## src/rtl/bssd_pkg.sv

```systemverilog
package bssd_pkg;
  typedef enum logic [1:0] {
    GRP_DATA = 2'b00,
    GRP_IDLE = 2'b01,
    GRP_SSD  = 2'b10,
    GRP_BAD  = 2'b11
  } grp_kind_t;

  localparam logic [3:0] ERR_NIBBLE = 4'b1110;
endpackage

```

## src/rtl/bssd_track.sv

```systemverilog
module bssd_track
  import bssd_pkg::*;
#(
  parameter int IDLE_NEED = 2
) (
  input  logic      clk,
  input  logic      rst,
  input  logic      step,
  input  grp_kind_t kind,
  input  logic      detect_en,
  input  logic      bypass,
  output logic      override,
  output logic      err_q
);
  localparam int CW = $clog2(IDLE_NEED + 1);
  localparam logic [CW-1:0] LAST = CW'(IDLE_NEED - 1);

  logic [CW-1:0] idle_cnt;
  logic          releasing;

  always_comb begin
    releasing = err_q && (kind == GRP_IDLE) && (idle_cnt == LAST);
    override  = !bypass && !releasing &&
                (err_q || (detect_en && kind == GRP_BAD));
  end

  always_ff @(posedge clk) begin
    if (rst) begin
      err_q    <= 1'b0;
      idle_cnt <= '0;
    end else if (step) begin
      err_q <= override;
      if (override && err_q && kind == GRP_IDLE)
        idle_cnt <= idle_cnt + 1'b1;
      else
        idle_cnt <= '0;
    end
  end


  release_clears_chk: assert property (@(posedge clk) disable iff (rst)
    step && err_q && kind == GRP_IDLE && idle_cnt == LAST |=> !err_q);


  count_bound_chk: assert property (@(posedge clk) disable iff (rst)
    idle_cnt <= LAST);


  bypass_drop_chk: assert property (@(posedge clk) disable iff (rst)
    step && bypass |=> !err_q);
endmodule

```

## src/rtl/bssd_format.sv

```systemverilog
module bssd_format
  import bssd_pkg::*;
(
  input  logic       override,
  input  grp_kind_t  kind,
  input  logic [3:0] nibble,
  input  logic       hi,
  input  logic       raw5,
  output logic [3:0] rxd,
  output logic       er,
  output logic       d4,
  output logic       crs
);
  logic flag;

  always_comb begin
    rxd  = override ? ERR_NIBBLE : nibble;
    flag = override ? 1'b1 : hi;
    er   = raw5 ? 1'b0 : flag;
    d4   = raw5 ? flag : 1'b0;
    crs  = override || (kind != GRP_IDLE);
  end
endmodule

```

## src/rtl/bssd_guard.sv

```systemverilog
module bssd_guard
  import bssd_pkg::*;
#(
  parameter int IDLE_NEED = 2
) (
  input  logic       clk,
  input  logic       rst,
  input  logic       cfg_detect_en,
  input  logic       cfg_raw5,
  input  logic       cfg_bypass_align,
  input  logic       in_valid,
  output logic       in_ready,
  input  logic [1:0] in_kind,
  input  logic [3:0] in_nibble,
  input  logic       in_hi,
  output logic       out_valid,
  input  logic       out_ready,
  output logic [3:0] out_rxd,
  output logic       out_er,
  output logic       out_d4,
  output logic       out_crs
);
  grp_kind_t  kind;
  logic       accept, override, err_q;
  logic [3:0] f_rxd;
  logic       f_er, f_d4, f_crs;

  assign kind     = grp_kind_t'(in_kind);
  assign in_ready = !out_valid || out_ready;
  assign accept   = in_valid && in_ready;

  bssd_track #(.IDLE_NEED(IDLE_NEED)) u_track (
    .clk(clk), .rst(rst), .step(accept), .kind(kind),
    .detect_en(cfg_detect_en), .bypass(cfg_bypass_align),
    .override(override), .err_q(err_q)
  );

  bssd_format u_format (
    .override(override), .kind(kind), .nibble(in_nibble), .hi(in_hi),
    .raw5(cfg_raw5), .rxd(f_rxd), .er(f_er), .d4(f_d4), .crs(f_crs)
  );

  always_ff @(posedge clk) begin
    if (rst) begin
      out_valid <= 1'b0;
      out_rxd   <= '0;
      out_er    <= 1'b0;
      out_d4    <= 1'b0;
      out_crs   <= 1'b0;
    end else begin
      if (accept) begin
        out_valid <= 1'b1;
        out_rxd   <= f_rxd;
        out_er    <= f_er;
        out_d4    <= f_d4;
        out_crs   <= f_crs;
      end else if (out_ready) begin
        out_valid <= 1'b0;
      end
    end
  end


  stall_hold_chk: assert property (@(posedge clk) disable iff (rst)
    out_valid && !out_ready |=> out_valid &&
      $stable({out_rxd, out_er, out_d4, out_crs}));


  bad_override_chk: assert property (@(posedge clk) disable iff (rst)
    accept && kind == GRP_BAD && cfg_detect_en && !cfg_bypass_align |=>
      out_rxd == ERR_NIBBLE && out_crs && err_q);


  disabled_pass_chk: assert property (@(posedge clk) disable iff (rst)
    accept && kind == GRP_BAD && !cfg_detect_en && !cfg_bypass_align && !err_q
      |=> out_rxd == $past(in_nibble) && !err_q);


  bypass_pass_chk: assert property (@(posedge clk) disable iff (rst)
    accept && cfg_bypass_align |=> out_rxd == $past(in_nibble));


  raw5_format_chk: assert property (@(posedge clk) disable iff (rst)
    accept && cfg_raw5 |=> !out_er);
endmodule

```

## config.mk

```make
export PLATFORM = sky130hd
export DESIGN_NAME = bssd_guard
export DESIGN_NICKNAME = d
export VERILOG_FILES = /design/src/rtl/bssd_pkg.sv /design/src/rtl/bssd_track.sv /design/src/rtl/bssd_format.sv /design/src/rtl/bssd_guard.sv
export SDC_FILE = /design/constraint.sdc
export NUM_CORES = 1
export LEC_CHECK = 0
export CAP_MARGIN = 20
export CORE_AREA = 2 2 39 41
export CTS_CLUSTER_SIZE = 8
export DETAILED_ROUTE_END_ITERATION = 7
export DIE_AREA = 0 0 41 43
export DONT_BUFFER_PORTS = 1
export MAX_ROUTING_LAYER = met4
export PLACE_DENSITY = 0.57
export SLEW_MARGIN = 20
export SYNTH_ARGS = -nofsm -noshare
export SYNTH_HDL_FRONTEND = slang
export SYNTH_SLANG_ARGS = --single-unit
```

## constraint.sdc

```tcl
create_clock -name clk -period 2.5 [get_ports clk]
set_input_delay 0 -clock clk [delete_from_list [all_inputs] [get_ports clk]]
set_output_delay 0 -clock clk [all_outputs]
set_load 0.01 [all_outputs]
```

==> results of run 1 <==
-- cells in the mapped netlist --
| library cell | instances | area share (%) |
|---|---|---|
| dfxtp_1 | 11 | 47 |
| a21oi_1 | 7 | 7.5 |
| nand2_1 | 7 | 5.6 |
| nor3_1 | 7 | 7.5 |
| nor2_1 | 5 | 4.0 |
| clkbuf_1 | 3 | 2.4 |
| inv_1 | 3 | 2.4 |
| and2_1 | 2 | 2.7 |
| nand2b_1 | 2 | 2.7 |
| nand3b_1 | 2 | 3.2 |
| or3_1 | 2 | 2.7 |
| ha_1 | 1 | 2.7 |
| nor4b_1 | 1 | 1.9 |
| o211ai_1 | 1 | 1.6 |
| o32ai_1 | 1 | 1.9 |
| o41ai_1 | 1 | 1.9 |
| or4b_1 | 1 | 2.1 |
-- cell type report --
class | count | area [um2]
Multi-Input combinational cell | 40 | 224
Clock buffer | 4 | 26.3
Sequential cell | 11 | 220
Tap cell | 16 | 20.0
Inverter | 3 | 11.3
Timing Repair Buffer | 10 | 100
Fill cell | 137 | 782
-- layout by cell type, fill, tap and decap left out --
cell type and count:
nand3b_1 2, nor3_1 7, clkbuf_4 3, dfxtp_1 11
o41ai_1 1, and2_1 2, a21oi_1 7, nand2_1 7
inv_1 3, nand2b_1 2, or4b_1 1, clkbuf_1 1
or3_1 2, o211ai_1 1, nor4b_1 1, ha_1 1
o32ai_1 1, dlygate4sd3_1 10, nor2_1 5
-- metal layers --
metal	vias to the layer above	track usage, %
met5	-	-
met4	0	10.0
met3	4	5.76
met2	22	20.3
met1	182	19.2
li1	223	-
-- final timing paths --
check | start | end | slack (ps) | cells after the start
setup / recovery | u_track.idle_cnt[1] | out_d4 | 430 | 7
hold / removal | in_kind[1] | u_track.idle_cnt[0] | 30 | 3
setup reg to reg | u_track.idle_cnt[1] | out_d4 | 430 | 7
hold reg to reg | u_track.idle_cnt[1] | u_track.idle_cnt[1] | 450 | 2
-- power groups by stage --
| stage | Clock [uW] | Sequential [uW] | Combinational, uW |
|---|---|---|---|
| 2_1_floorplan | 0 | 197 | 23.5 |
| 3_3_place_gp | 0 | 198 | 23.9 |
| 3_5_place_dp | 0 | 198 | 24.6 |
| 4_1_cts | 125 | 194 | 39.7 |
| 5_1_grt | 130 | 195 | 45.2 |
| 6_report | 118 | 194 | 39.6 |
-- sequential cells by signal, summed over array words and instances (netlist names) --
name              cells
u_track.err_q         1
out_d4                1
out_crs               1
out_er                1
out_rxd               4
out_valid             1
u_track.idle_cnt      2
-- logic make-up after synthesis --
| family | after synthesis | synth area share, % |
|---|---|---|
| buffers and inverters | 6 | 4.83 |
| AOI/OAI and AO/OA | 10 | 12.9 |
| adders and majority gates | 1 | 2.68 |
| and+or+nand+nor | 29 | 32.4 |
| DFF | 11 | 47.2 |
-- worst max-delay path, stage by stage (launching register included) --
cell,delay (ps)
dfxtp_1,330
inv_1,40
ha_1,170
and2_1,150
o32ai_1,450
o211ai_1,130
dlygate4sd3_1,600
a21oi_1,120
-- through the flow --
stage          utilization (%)  total power (uW)  worst slack, ps  area (um2)  instances
6_report                  43.5               352              432         602         84
5_1_grt                   43.5               371              268         602         84
4_1_cts                   43.5               359              431         602         84
3_5_place_dp              34.4               223              927         475         70
3_3_place_gp              34.4               222              935         475         70
2_1_floorplan                -               220             1010         467         57
==> results.toml, run 1 <==
[run_status]
status = "finished, final reports clean"

[timing]
slew_headroom_pct = 39.0
finalMaxSlewViolations = 0
timing.fmax_mhz = 484
setup_viol = 0
tightest_slew_ps = 912
hold_slack_ps = 26.7
fin_crit_sh_pct = 82.7
period_needed_ps = 2070
rsz0062_at_grt = "no"
clock_skew_ps = 0.953
fin_setup_tns_ps = 0
finalHoldViolCount = 0

[floorplanning]
coreArea_um2 = 1380
die_w_um = 41
die_area_um2 = 1760
die-height_um = 43
start_util_pct = 33.7
num_rows = 14
ioPinCount = 23

[grt]
grt.total_usage_pct = 15.5
grt_max_degree = 14
grt_pass1_wl_um = 1760
grt_pass1_vias = 447
antenna_found_initial = 0
grt_overflow = 0

[routing]
drt-total-wl_um = 1060
drc = 0
via_per_inst = 5.13
drt-initial-drc-count = 5
num_vias = 431
routed-wl-met3_um = 121
met1_length_um = 446
wire_per_inst_um = 12.6
drtPass1Iterations = 4
routed.top_layer = "met4"
route.met2.wl_um = 464
ant_nets = 0

[setup_path]
crit_arrival_ps = 2270
crit_required_ps = 2700
end_kind = "register"
cp-start-kind = "register"
crit_fanout = 8
path_class = "reg -> reg"

[power]
p_seq_share_pct = 55.2
intPower_uw = 266
ir_drop_uv = 257
p_leak_uw = 0.000215
netSwitchingFraction_pct = 24.5
pwr-share-comb_pct = 11.2
clockPowerShare_pct = 33.6
powerDensity_nw_per_um2 = 585
power_switching_uw = 86.2

[clock_tree]
tritoncts = "done"
cts-root-buf = "clkbuf_4"
cts.sinks = 11
holdBufCountCts = 10
numCtsBuffers = 3
clockBufferDepth = 2
postCtsSetupBuffers = 0
path_clk_slew_ps = 70
h-tree-depth = 1
cts_resized = 0
clk_latency_ps = 260

[yosys]
synth_nets = 72
syn_area_um2 = 467
syn_avg_cell_area_um2 = 8.19
synth_warnings = 0
yosysUniqueCellTypes = 17
netlist_instances = 57
ys_ff_latch = 11
seq_area_frac_synth_pct = 47.2

[place]
gp_congestion = 0.679
io_buffer_count = 0
hpwl_um = 680

[cells_and_area]
syn_to_final_growth_pct = 29.0
nets = 84
drive_gt1_share_pct = 4.41
num_antenna_cells = 0

[flow_run]
maxCapViolations = 0

[worst_hold_path]
min_path_type = "in -> reg"
(Power assumes the default switching activity.)
==> run 2, diff against run 1 <==
--- a/config.mk
+++ b/config.mk
@@ -5,6 +5,7 @@
 export SDC_FILE = /design/constraint.sdc
 export NUM_CORES = 1
 export LEC_CHECK = 0
+export ABC_AREA = 1
 export CAP_MARGIN = 20
 export CORE_AREA = 2 2 39 41
 export CTS_CLUSTER_SIZE = 8
@@ -12,7 +13,7 @@
 export DIE_AREA = 0 0 41 43
 export DONT_BUFFER_PORTS = 1
 export MAX_ROUTING_LAYER = met4
-export PLACE_DENSITY = 0.57
+export PLACE_DENSITY = 0.61
 export SLEW_MARGIN = 20
 export SYNTH_ARGS = -nofsm -noshare
 export SYNTH_HDL_FRONTEND = slang
==> constraint.sdc (replaced) <==
create_clock -name clk -period 1.8 [get_ports clk]
set_input_delay 0 -clock clk [delete_from_list [all_inputs] [get_ports clk]]
set_output_delay 0 -clock clk [all_outputs]
set_load 0.01 [all_outputs]
==> results.toml, run 2 <==
[yosys]
netlist_instances = 67
seq_area_frac_synth_pct = 44.4
synth_top_flop_cell = "dfxtp_1"
synth_nets = 82
synth_edf_count = 0
synth_warnings = 0
synth_top_area_share_pct = 44.4
syn_avg_cell_area_um2 = 7.40
yosysUniqueCellTypes = 13
synth_area_leaders = "dfxtp_1 (44%), inv_1 (9.8%), a21oi_1 (8.1%)"
ys_ff_latch = 11
synthTopCellsByCount = "inv_1 (13), dfxtp_1 (11), nand2_1 (9)"
synth_top_area_cell = "dfxtp_1"
synth.most_common_cell = "inv_1"
syn_area_um2 = 495
async_flop_share_pct = 0

[timing]
finalHoldViolCount = 0
rsz0062_at_grt = "no"
period_needed_ps = 1670
timing.fmax_mhz = 598
fin_crit_sh_pct = 92.9
fin_setup_tns_ps = 0
setup_viol = 0
setup_slack_ps = 129
tightest_slew_ps = 236
clock_skew_ps = 4.36
hold_slack_ps = 83.2
slew_headroom_pct = 84.2
finalMaxSlewViolations = 0

[power]
p_leak_uw = 0.000319
p_total_uw = 524
powerDensity_nw_per_um2 = 784
ir_drop_uv = 532

[grt]
grt.total_usage_pct = 15.3
grt_pass1_vias = 451
grt_overflow = 0
grt_pass1_wl_um = 1730
grt_max_degree = 13
antenna_found_initial = 0

[setup_path]
crit_arrival_ps = 1880
cp_cell_sequence = "inv_1 > ha_1 > nand4_1 > nand3_2 > nand2_1 > nand2_1 > dlygate4sd3_1 > a21oi_1"
end_kind = "register"
max_stage_delay_ps = 560
cp-start-kind = "register"
cpMostUsedCell = "nand2_1"
critPathSlowestCell = "dlygate4sd3_1"
path_class = "reg -> reg"
crit_fanout = 4
crit_required_ps = 2000

[routing]
drtPass1Iterations = 4
drt-total-wl_um = 1190
ant_nets = 0
num_vias = 488
drt-initial-drc-count = 14
via_per_inst = 4.88
wire_per_inst_um = 11.9
drc = 0

[clock_tree]
path_clk_slew_ps = 70
h-tree-depth = 1
clk_latency_ps = 270
numCtsBuffers = 3
cts_resized = 0
cts-root-buf = "clkbuf_4"
tritoncts = "done"
cts.sinks = 11
clockBufferDepth = 2

[cells_and_area]
top_register = "out_rxd"
drive_gt1_share_pct = 9.52
largest_register_ffs = 4
nets = 100
n_fill_cell = 135
largestRegisters = "out_rxd x4, u_track.idle_cnt x2"
syn_to_final_growth_pct = 34.8
mostFrequentLayoutCells = "inv_1 (13), dlygate4sd3_1 (13), dfxtp_1 (11)"
num_antenna_cells = 0

[place]
gp_congestion = 0.663
io_buffer_count = 0
hpwl_um = 723
dp_slack_ps = 661

[floorplanning]
ioPinCount = 23
num_rows = 14
coreArea_um2 = 1380
die_w_um = 41
die-height_um = 43
start_util_pct = 35.8
die_area_um2 = 1760

[flow_run]
maxCapViolations = 0

[run_status]
status = "finished, final reports clean"

[worst_hold_path]
min_path_type = "in -> reg"
## run 2: repair_timing
item	4_1_cts	5_1_grt
endpoints found under the hold margin	11	0
hold buffers	13	0
setup endpoints to repair	0	1
setup buffers	0	1
## run 2: cell families after synthesis
group	after synthesis	synth area share [%]
AND/OR/NAND/NOR	24	24.0
AO/OA/AOI/OAI	16	16.2
buffers and inverters	15	12.9
flip-flops	11	44.4
adder cells (fa/ha/maj)	1	2.52
## run 2: power breakdown
group	switching, uW	total [uW]	internal, uW	leakage [uW]
logic	38.2	74.0	35.8	0.000213
registers	17.7	277	259	0.0000908
clock network	86.9	173	85.8	0.0000150
## run 2: cell type report
type / instances / area [um2] / area share (%)
multi-input cells: 41 / 211 / 31.6
repair buffers: 14 / 138 / 20.6
flip-flops and latches: 11 / 220 / 33.0
clock buffers: 4 / 26.3 / 3.93
well taps: 16 / 20.0 / 3.00
inverters: 14 / 52.6 / 7.87
## run 2: routing by layer
layer  vias up  GRT usage (%)  wire length, um
met2        15           24.4              605
met4         0           10.0               32
met5         -              -                0
met1       220           15.6              498
li1        249              -                -
met3         4           3.66               56
## run 2: worst paths after layout
| check | startpoint | depth (start not counted) | slack, ps | endpoint |
|---|---|---|---|---|
| setup / recovery | u_track.idle_cnt[1] | 8 | 130 | out_d4 |
| setup reg to reg | u_track.idle_cnt[1] | 8 | 130 | out_d4 |
| hold / removal | cfg_bypass_align | 4 | 80 | out_rxd[3] |
| hold reg to reg | out_rxd[0] | 2 | 530 | out_rxd[0] |
## run 2: critical path, delay by kind of cell (launching register included)
family | cells | cell delay, ps
flops | 1 | 340
fa+ha+maj | 1 | 180
buf+inv | 2 | 600
simple gates | 4 | 360
compound gates | 1 | 130
## run 2: through the flow
stage / instances / area [um2] / util [%]
finish: 100 / 668 / 48.3
global route: 100 / 668 / 48.3
CTS: 99 / 661 / 47.7
detailed placement: 82 / 504 / 36.4
global placement: 82 / 504 / 36.4
floorplan: 67 / 495 / -
==> run 3, diff against run 2 <==
--- a/config.mk
+++ b/config.mk
@@ -13,7 +13,8 @@
 export DIE_AREA = 0 0 41 43
 export DONT_BUFFER_PORTS = 1
 export MAX_ROUTING_LAYER = met4
-export PLACE_DENSITY = 0.61
+export PLACE_DENSITY = 0.54
+export REMOVE_ABC_BUFFERS = 1
 export SLEW_MARGIN = 20
 export SYNTH_ARGS = -nofsm -noshare
 export SYNTH_HDL_FRONTEND = slang
==> constraint.sdc (replaced) <==
create_clock -name clk -period 1.65 [get_ports clk]
set_input_delay 0 -clock clk [delete_from_list [all_inputs] [get_ports clk]]
set_output_delay 0 -clock clk [all_outputs]
set_load 0.01 [all_outputs]
==> results.toml, run 3 (same netlist as run 2, synthesis figures left out) <==
[worst_hold_path]
holdCritStartpoint = "cfg_bypass_align"
min_path_cells = 5
hold_end = "u_track.idle_cnt[1]"
min_path_type = "in -> reg"

[setup_path]
crit_fanout = 2
crit_arrival_ps = 1680
regToRegStartpoint = "u_track.idle_cnt[1]"
r2r_slack_ps = 110
reg2reg_depth = 7
r2r-end = "out_rxd[0]"
max_stage_delay_ps = 550
end_kind = "register"
cp-start-kind = "register"
path_class = "reg -> reg"
critPathSlowestCell = "dlygate4sd3_1"
crit_required_ps = 1790
cp_cell_sequence = "inv_1 > ha_1 > nand4_1 > nand3_2 > nand3_1 > a21oi_1 > dlygate4sd3_1"

[cells_and_area]
top_register = "out_rxd"
num_antenna_cells = 0
nets = 99
mostFrequentLayoutCell = "inv_1"
largest_register_ffs = 4
mostFrequentLayoutCells = "inv_1 (13), dlygate4sd3_1 (12), dfxtp_1 (10)"
fin_area_um2 = 662
final_util_pct = 47.8
syn_to_final_growth_pct = 33.6
largestRegisters = "out_rxd x4, u_track.idle_cnt x2"
drive_gt1_share_pct = 10.8

[clock_tree]
clockBufferDepth = 2
h-tree-depth = 1
cts-root-buf = "clkbuf_4"
tritoncts = "done"
cts.sinks = 11
path_clk_slew_ps = 60
clk_latency_ps = 260
numCtsBuffers = 3

[timing]
rsz0062_at_grt = "no"
period_needed_ps = 1540
setup_slack_ps = 114
tightest_slew_ps = 234
setup_viol = 0
hold_slack_ps = 62.4
timing.fmax_mhz = 651
clock_skew_ps = 7.20
fin_setup_tns_ps = 0
slew_headroom_pct = 84.3
finalHoldViolCount = 0
fin_crit_sh_pct = 93.1
finalMaxSlewViolations = 0

[floorplanning]
start_util_pct = 35.8
die_w_um = 41
die-height_um = 43
die_area_um2 = 1760
num_rows = 14
coreArea_um2 = 1380
ioPinCount = 23

[power]
powerDensity_nw_per_um2 = 842
p_leak_uw = 0.000316
ir_drop_uv = 610

[grt]
grt_overflow = 0
grt_pass1_vias = 434
grt_max_degree = 13
grt.total_usage_pct = 15.1
grt_pass1_wl_um = 1710
antenna_found_initial = 0

[routing]
drt-total-wl_um = 1060
ant_nets = 0
drt-initial-drc-count = 13
drc = 0
wire_per_inst_um = 10.7
via_per_inst = 4.67
num_vias = 462
drtPass1Iterations = 4

[place]
dp_slack_ps = 518
placed_cell_area_um2 = 504
hpwl_um = 698
io_buffer_count = 0
gp_congestion = 0.735

[run_status]
status = "finished, final reports clean"

[flow_run]
maxCapViolations = 0
==> run 3: changes by cell type in the layout (fill, tap and decap cells not counted), sizes merged <==
cell,previous run,this run
dlygate4sd3,13,12
==> run 3: worst max path at each step <==
stage                   startpoint    endpoint  depth (start not counted)  slack, ps
2_1_floorplan  u_track.idle_cnt[0]  out_rxd[2]                          6        620
3_3_place_gp   u_track.idle_cnt[0]  out_rxd[2]                          6        510
3_5_place_dp   u_track.idle_cnt[0]  out_rxd[2]                          6        520
4_1_cts        u_track.idle_cnt[1]  out_rxd[0]                          7         50
5_1_grt        u_track.idle_cnt[1]  out_rxd[0]                          7         20
6_report       u_track.idle_cnt[1]  out_rxd[0]                          7        110
==> run 3: repair_timing <==
action / 4_1_cts / 5_1_grt
buffers inserted: 0 / 1
setup endpoints to repair: 0 / 1
hold buffers: 12 / 0
gates resized for setup: 0 / 2
hold endpoints to repair: 11 / 0
==> run 3: metal layers <==
metal  up-vias  global-route usage (%)  wire [um]
li1        246                       -          -
met5         -                       -          0
met4         0                    9.33         12
met2        14                    20.9        509
met3         2                    5.76         80
met1       200                    17.6        452
==> run 3: where the power goes <==
part           switching [uW]  internal (uW)
Combinational            40.2           39.3
Sequential               18.8            283
Clock                    82.9           93.3
==> run 3: stage by stage <==
stage                     total power (uW)  cells
final                                  557     99
after floorplan                        347     66
after CTS                              562     98
after global placement                 358     82
after detailed placement               359     82
after global routing                   589     99
==> run 3: layout make-up <==
| class | count | area, um2 |
|---|---|---|
| inverters | 14 | 55.1 |
| clock buffers | 4 | 26.3 |
| multi-input cells | 41 | 211 |
| flip-flops and latches | 11 | 221 |
| fillers | 139 | 722 |
| well taps | 16 | 20.0 |
| repair buffers | 13 | 128 |
==> run 3: critical path, delay by kind of cell, from the launching register on <==
family          cells  cell delay [ps]
compound gates      1               60
fa+ha+maj           1              180
buf+inv             2              590
flops               1              330
simple gates        3              260
